==> config.mk <==
export PLATFORM = sky130hd
export DESIGN_NAME = host_clk_prescaler
export DESIGN_NICKNAME = d
export VERILOG_FILES = /design/src/rtl/pscl_pkg.sv /design/src/rtl/pscl_ratio_lut.sv /design/src/rtl/pscl_run_qual.sv /design/src/rtl/pscl_phase_ctrl.sv /design/src/rtl/pscl_out_stage.sv /design/src/rtl/host_clk_prescaler.sv
export SDC_FILE = /design/constraint.sdc
export NUM_CORES = 1
export LEC_CHECK = 0
export CORE_ASPECT_RATIO = 1.25
export CORE_MARGIN = 2
export CORE_UTILIZATION = 48
export CTS_CLUSTER_SIZE = 14
export DETAILED_ROUTE_END_ITERATION = 8
export HOLD_SLACK_MARGIN = 0.05
export PLACE_DENSITY_LB_ADDON = 0.05
export RECOVER_POWER = 25
export SYNTH_ARGS = -nofsm -noshare
export SYNTH_HDL_FRONTEND = slang
export SYNTH_SLANG_ARGS = --single-unit
==> constraint.sdc <==
create_clock -name ref_clk -period 6.72 [get_ports ref_clk]
set_input_delay 0.672 -clock ref_clk [delete_from_list [all_inputs] [get_ports ref_clk]]
set_output_delay 0.672 -clock ref_clk [all_outputs]
set_load 0.05 [all_outputs]
==> src/rtl/pscl_pkg.sv <==
package pscl_pkg;
  localparam int RATE_W    = 3;
  localparam int NUM_RATES = 1 << RATE_W;
  localparam int HALF_MAX  = 488;
  localparam int CNT_W     = $clog2(HALF_MAX + 1);

  typedef logic [RATE_W-1:0] rate_t;
  typedef logic [CNT_W-1:0]  half_t;

  localparam rate_t RATE_RESET  = rate_t'(6);
  localparam rate_t RATE_BYPASS = rate_t'(0);

  // Reference cycles per output half period; zero marks the pass-through code.
  function automatic half_t half_of(input rate_t code);
    half_t h;
    case (code)
      rate_t'(1): h = half_t'(1);
      rate_t'(2): h = half_t'(2);
      rate_t'(3): h = half_t'(4);
      rate_t'(4): h = half_t'(8);
      rate_t'(5): h = half_t'(128);
      rate_t'(6): h = half_t'(244);
      rate_t'(7): h = half_t'(488);
      default:    h = half_t'(0);
    endcase
    return h;
  endfunction
endpackage

==> src/rtl/pscl_ratio_lut.sv <==
module pscl_ratio_lut
  import pscl_pkg::*;
(
  input  rate_t code,
  output half_t half,
  output logic  bypass
);
  always_comb begin
    half   = half_of(code);
    bypass = (code == RATE_BYPASS);
  end
endmodule

==> src/rtl/pscl_run_qual.sv <==
module pscl_run_qual (
  input  logic clk_en,
  input  logic doze_active,
  input  logic doze_run_en,
  output logic run_ok
);
  always_comb run_ok = clk_en & (~doze_active | doze_run_en);
endmodule

==> src/rtl/pscl_phase_ctrl.sv <==
module pscl_phase_ctrl
  import pscl_pkg::*;
(
  input  logic  ref_clk,
  input  logic  rst_n,
  input  rate_t rate_sel,
  input  logic  run_ok,
  output logic  div_q,
  output logic  arm,
  output logic  running,
  output rate_t act,
  output half_t cnt
);
  half_t half_cur;
  logic  act_bypass;
  half_t unused_half;
  logic  new_bypass;
  logic  last_tick;
  logic  bnd;

  pscl_ratio_lut u_cur_lut (.code(act),      .half(half_cur),    .bypass(act_bypass));
  pscl_ratio_lut u_new_lut (.code(rate_sel), .half(unused_half), .bypass(new_bypass));

  always_comb begin
    last_tick = (cnt == half_t'(half_cur - half_t'(1)));
    // A boundary is any edge where a new high phase may begin.
    bnd       = ~running | act_bypass | (~div_q & last_tick);
  end

  always_ff @(posedge ref_clk or negedge rst_n) begin
    if (!rst_n) begin
      div_q   <= 1'b0;
      arm     <= 1'b0;
      running <= 1'b0;
      act     <= RATE_RESET;
      cnt     <= '0;
    end else if (bnd) begin
      cnt <= '0;
      if (!run_ok) begin
        running <= 1'b0;
        div_q   <= 1'b0;
        arm     <= 1'b0;
      end else if (new_bypass) begin
        running <= 1'b1;
        act     <= rate_sel;
        div_q   <= 1'b0;
        arm     <= 1'b1;
      end else begin
        running <= 1'b1;
        act     <= rate_sel;
        div_q   <= 1'b1;
        arm     <= 1'b0;
      end
    end else if (last_tick) begin
      cnt   <= '0;
      div_q <= 1'b0;
    end else begin
      cnt <= cnt + half_t'(1);
    end
  end
endmodule

==> src/rtl/pscl_out_stage.sv <==
module pscl_out_stage (
  input  logic ref_clk,
  input  logic rst_n,
  input  logic arm,
  input  logic div_q,
  output logic gate,
  output logic host_clk
);
  // Gate changes only while the reference is low, so the AND never slivers.
  always_ff @(negedge ref_clk or negedge rst_n) begin
    if (!rst_n) gate <= 1'b0;
    else        gate <= arm;
  end

  assign host_clk = div_q | (ref_clk & gate);
endmodule

==> src/rtl/host_clk_prescaler.sv <==
module host_clk_prescaler
  import pscl_pkg::*;
(
  input  logic              ref_clk,
  input  logic              rst_n,
  input  logic [RATE_W-1:0] rate_sel,
  input  logic              clk_en,
  input  logic              doze_run_en,
  input  logic              doze_active,
  output logic              host_clk
);
  logic  run_ok;
  logic  div_q;
  logic  arm;
  logic  gate;
  logic  running;
  rate_t act;
  half_t cnt;

  pscl_run_qual u_run_qual (
    .clk_en      (clk_en),
    .doze_active (doze_active),
    .doze_run_en (doze_run_en),
    .run_ok      (run_ok)
  );

  pscl_phase_ctrl u_phase_ctrl (
    .ref_clk  (ref_clk),
    .rst_n    (rst_n),
    .rate_sel (rate_sel),
    .run_ok   (run_ok),
    .div_q    (div_q),
    .arm      (arm),
    .running  (running),
    .act      (act),
    .cnt      (cnt)
  );

  pscl_out_stage u_out_stage (
    .ref_clk  (ref_clk),
    .rst_n    (rst_n),
    .arm      (arm),
    .div_q    (div_q),
    .gate     (gate),
    .host_clk (host_clk)
  );
endmodule

Word-level counts from Yosys, hierarchy flattened --
Index checks and enable logic that the tools add are counted.
Word-level totals: flip-flop bits (word level) 16, bits of input ports 8, output and inout bits 1, word-level logic and storage cells 40
Cells by class: $add $sub $neg 2, equal/unequal tests 8, mux-type cells 10, bitwise operators 10, reductions and logical operators 4
Operators with widths (count):
- 9-bit one-hot mux with 7 select lines | 1
- 9-bit 2-to-1 mux | 2
- 3-bit == test, second input constant | 4
- 9-bit by 1-bit adder with 9-bit output, second input constant | 1
- 9-bit == test | 1
- 9-bit by 1-bit subtractor with 9-bit output, second input constant | 1
- 1-bit 2-to-1 mux | 7
- 3-bit by 2-bit == test with 1-bit output, second input constant | 2
- 3-bit logical NOT | 2
- 1-bit bitwise OR | 4
- 1-bit bitwise AND | 3
- 3-bit by 1-bit == test with 1-bit output, second input constant | 1
- 1-bit NOT | 3
- 2-bit AND reduction | 1
- 2-bit nonzero test | 1

Depth between registers and ports, before layout --
depth after elaboration 7, gate-level depth with buffers 11, mapped depth without buffers 9

Cells and area by module --
From an unflattened synthesis, not the netlist that was laid out.
Unflattened totals: cells, all modules 132, area total of the unflattened synthesis 1261.2 um^2
By module, submodules not included:
- pscl_phase_ctrl | instances 1, cells an instance 100, area an instance 994.7 um^2, seq. area each 377.9 um^2
- pscl_ratio_lut | instances 2, cells an instance 14, area an instance 111.4 um^2, seq. area each 0.0 um^2
- pscl_out_stage | instances 1, cells an instance 2, area an instance 32.5 um^2, seq. area each 25.0 um^2
- pscl_run_qual | instances 1, cells an instance 2, area an instance 11.3 um^2, seq. area each 0.0 um^2

==> results.py <==
metrics = {
    "outcome": {
        "status": "finished clean",
    },
    "finish": {
        "final_cell_mix": "nor2_1, dfrtp_1",
        "drive_gt1_share_pct": 11.0,
        "n_antenna_cell": 0,
        "fin_nets": 156,
        "layout_commonest_cell": "nor2_1",
        "fill_cells": 229,
        "syn_to_final_growth_pct": 12.2,
    },
    "synthesis": {
        "syn_inst": 137,
        "netlist_area_um2": 1200,
        "async_flop_share_pct": 100,
        "synth_enable_flop_cells": 0,
        "synth_seq_area_share_pct": 33.5,
        "ys_types": 48,
        "yosys_register_bits": 16,
        "syn_nets": 147,
        "avgSynthCellArea_um2": 8.78,
        "yosysWarnings": 0,
        "ys.flop_type": "dfrtp_1",
    },
    "route": {
        "route.met2.wl_um": 1150,
        "routed.top_layer": "met4",
        "num_vias": 1039,
        "post_drt_via_cell_ratio": 5.84,
        "wl_met1_um": 1270,
        "drt_iter0_drc": 46,
        "met3WireLength_um": 91,
        "drc": 0,
        "final_antenna_net_count": 0,
        "finalWirelength_um": 2550,
        "dr.pass1.iters": 4,
        "routedWlPerCell_um": 14.3,
    },
    "clocking": {
        "post-cts-setup-buffer-count": 0,
        "clk_latency_ps": 410,
        "clk_pin_slew_ps": 110,
        "cts_hold_buf": 0,
        "cts_tree": "yes",
        "postCtsResizedCells": 0,
    },
    "power_and_ir_drop": {
        "pwr_density_cell_nw_per_um2": 250,
        "sw_frac_of_total_pct": 36.2,
        "power.leakage_nw": 0.549,
        "p_sw_uw": 122,
        "p_clk_share_pct": 27.2,
        "p_comb_share_pct": 26.4,
        "vdd_ir_drop_max_v": 0.000174,
        "seqPwrFrac_pct": 46.5,
        "p_int_uw": 215,
    },
    "global_route": {
        "antenna_found_initial": 0,
        "grt_start_max_net_pins": 25,
        "gr-total-overflow": 0,
        "grt_pass1_wl_um": 4380,
        "grt.total_usage_pct": 19.2,
        "grt_pass1_vias": 944,
    },
    "placed_design": {
        "hpwlAfterDp_um": 1770,
        "numPortBuffers": 8,
        "gp_congestion": 0.726,
    },
    "critical_path": {
        "crit_required_ps": 6050,
        "critPathMaxFanout": 1,
        "critPathKind": "flop to output pin",
        "cp.arrival_ps": 5070,
        "reg2regPathDepth": 0,
        "endpoint_kind": "output pin",
        "crit_path_start_kind": "flop",
    },
    "timing": {
        "setup_viol": 0,
        "hold_violations": 0,
        "setup_tns_ps": 0,
        "fin_hold_ws_ps": 538,
        "skew_ps": 11.9,
        "rsz0062_at_grt": "false",
        "worst_pin_slew_ps": 894,
        "max-slew-margin-rel_pct": 40.4,
        "drv_slew": 0,
    },
    "floorplan": {
        "initial_utilization_pct": 50.1,
        "coreArea_um2": 2400,
        "io_pins": 9,
        "dieArea_um2": 2920,
        "rows": 20,
        "die_w_um": 48.8,
        "die_h_um": 60.0,
    },
    "worst_hold_path": {
        "whs_path_depth": 1,
        "hold_class": "flop to flop",
    },
    "run": {
        "maxCapViolCount": 0,
    },
}
-- cells in the mapped netlist, types with 2 or more instances --
cell      number  area [um2]
o21ai_0        3        15.0
dfrtp_1       13         325
o32ai_1        2        17.5
a21oi_1        2        10.0
nor2_1        15        56.3
nand3_1        7        35.0
nand2_1        7        26.3
nor3_1         2        10.0
dfstp_2        2        52.6
nor3b_1        3        22.5
o211ai_1       5        37.5
nand4b_1       3        26.3
and2_1         2        12.5
a22oi_1        3        22.5
xor2_1         5        43.8
nor2b_1        4        25.0
nand2b_1       5        31.3
nand4_1        3        18.8
xnor2_1        5        43.8
inv_1          7        26.3
o31ai_1        2        15.0
a211oi_1       2        15.0
or3b_1         2        17.5
or2_1          2        12.5
buf_2          6        30.0
ha_1           2        25.0
clkbuf_1       2        7.51
-- kinds of logic after synthesis --
kind of cell / after synthesis / share of synthesized area [%]
flip-flops: 16 / 33.5
AND/OR/NAND/NOR: 63 / 31.4
buffers and inverters: 15 / 5.31
AO/OA/AOI/OAI: 29 / 18.3
adder cells (fa/ha/maj): 3 / 2.91
XOR/XNOR: 10 / 7.28
multiplexers: 1 / 1.25
-- final cells by class --
| cell class | count | area (um2) | share of cell area, % |
|---|---|---|---|
| Inverter | 7 | 26.3 | 1.95 |
| Multi-Input combinational cell | 106 | 736 | 54.5 |
| Clock buffer | 8 | 68.8 | 5.10 |
| Tap cell | 33 | 41.3 | 3.06 |
| Sequential cell | 16 | 403 | 29.9 |
| Timing Repair Buffer | 8 | 73.8 | 5.47 |
-- state kept, by name, summed over array words and instances (netlist names) --
register              count
u_out_stage.gate          1
u_phase_ctrl.arm          1
u_phase_ctrl.running      1
u_phase_ctrl.div_q        1
u_phase_ctrl.cnt          9
u_phase_ctrl.act          3
-- routing by layer --
layer	GRT usage [%]	vias up
met3	2.50	5
met4	8.16	0
met1	26.9	494
li1	-	514
met2	29.9	26
met5	0	-
-- critical path, stage by stage, from the launching register on --
cell and delay, ps:
dfrtn_1 400, nand2_1 50, nand2_1 50, clkdlybuf4s50_1 790
-- final timing paths --
kind	from	endpoint	slack, ps
max in group asynchronous	rst_n	u_out_stage.gate	2020
worst min register to register	u_phase_ctrl.arm	u_phase_ctrl.arm	540
worst min-delay path	u_phase_ctrl.arm	u_phase_ctrl.arm	540
min in group asynchronous	rst_n	u_phase_ctrl.cnt[6]	890
worst max-delay path	u_out_stage.gate	host_clk	980
worst max register to register	u_phase_ctrl.arm	u_out_stage.gate	2820
-- power groups by stage --
stage          clock network (mW)  logic [mW]  registers, mW
2_1_floorplan            0.000180      0.0787          0.142
3_3_place_gp             0.000180      0.0866          0.155
3_5_place_dp             0.000180      0.0883          0.157
4_1_cts                    0.0925      0.0892          0.155
5_1_grt                    0.0974       0.101          0.161
6_report                   0.0915      0.0888          0.157
-- per-stage QoR --
stage                     util (%)  setup slack (ps)  instance area [um2]  instances  power, mW
after floorplan                  -              1940                 1200        137      0.221
after global placement        53.9              1450                 1290        171      0.242
final                         56.1               978                 1350        178      0.337
after detailed placement      53.9              1450                 1290        171      0.246
after global routing          56.1               946                 1350        178      0.359
after CTS                     56.3               970                 1350        178      0.337
Power figures use the tool's default switching activity.
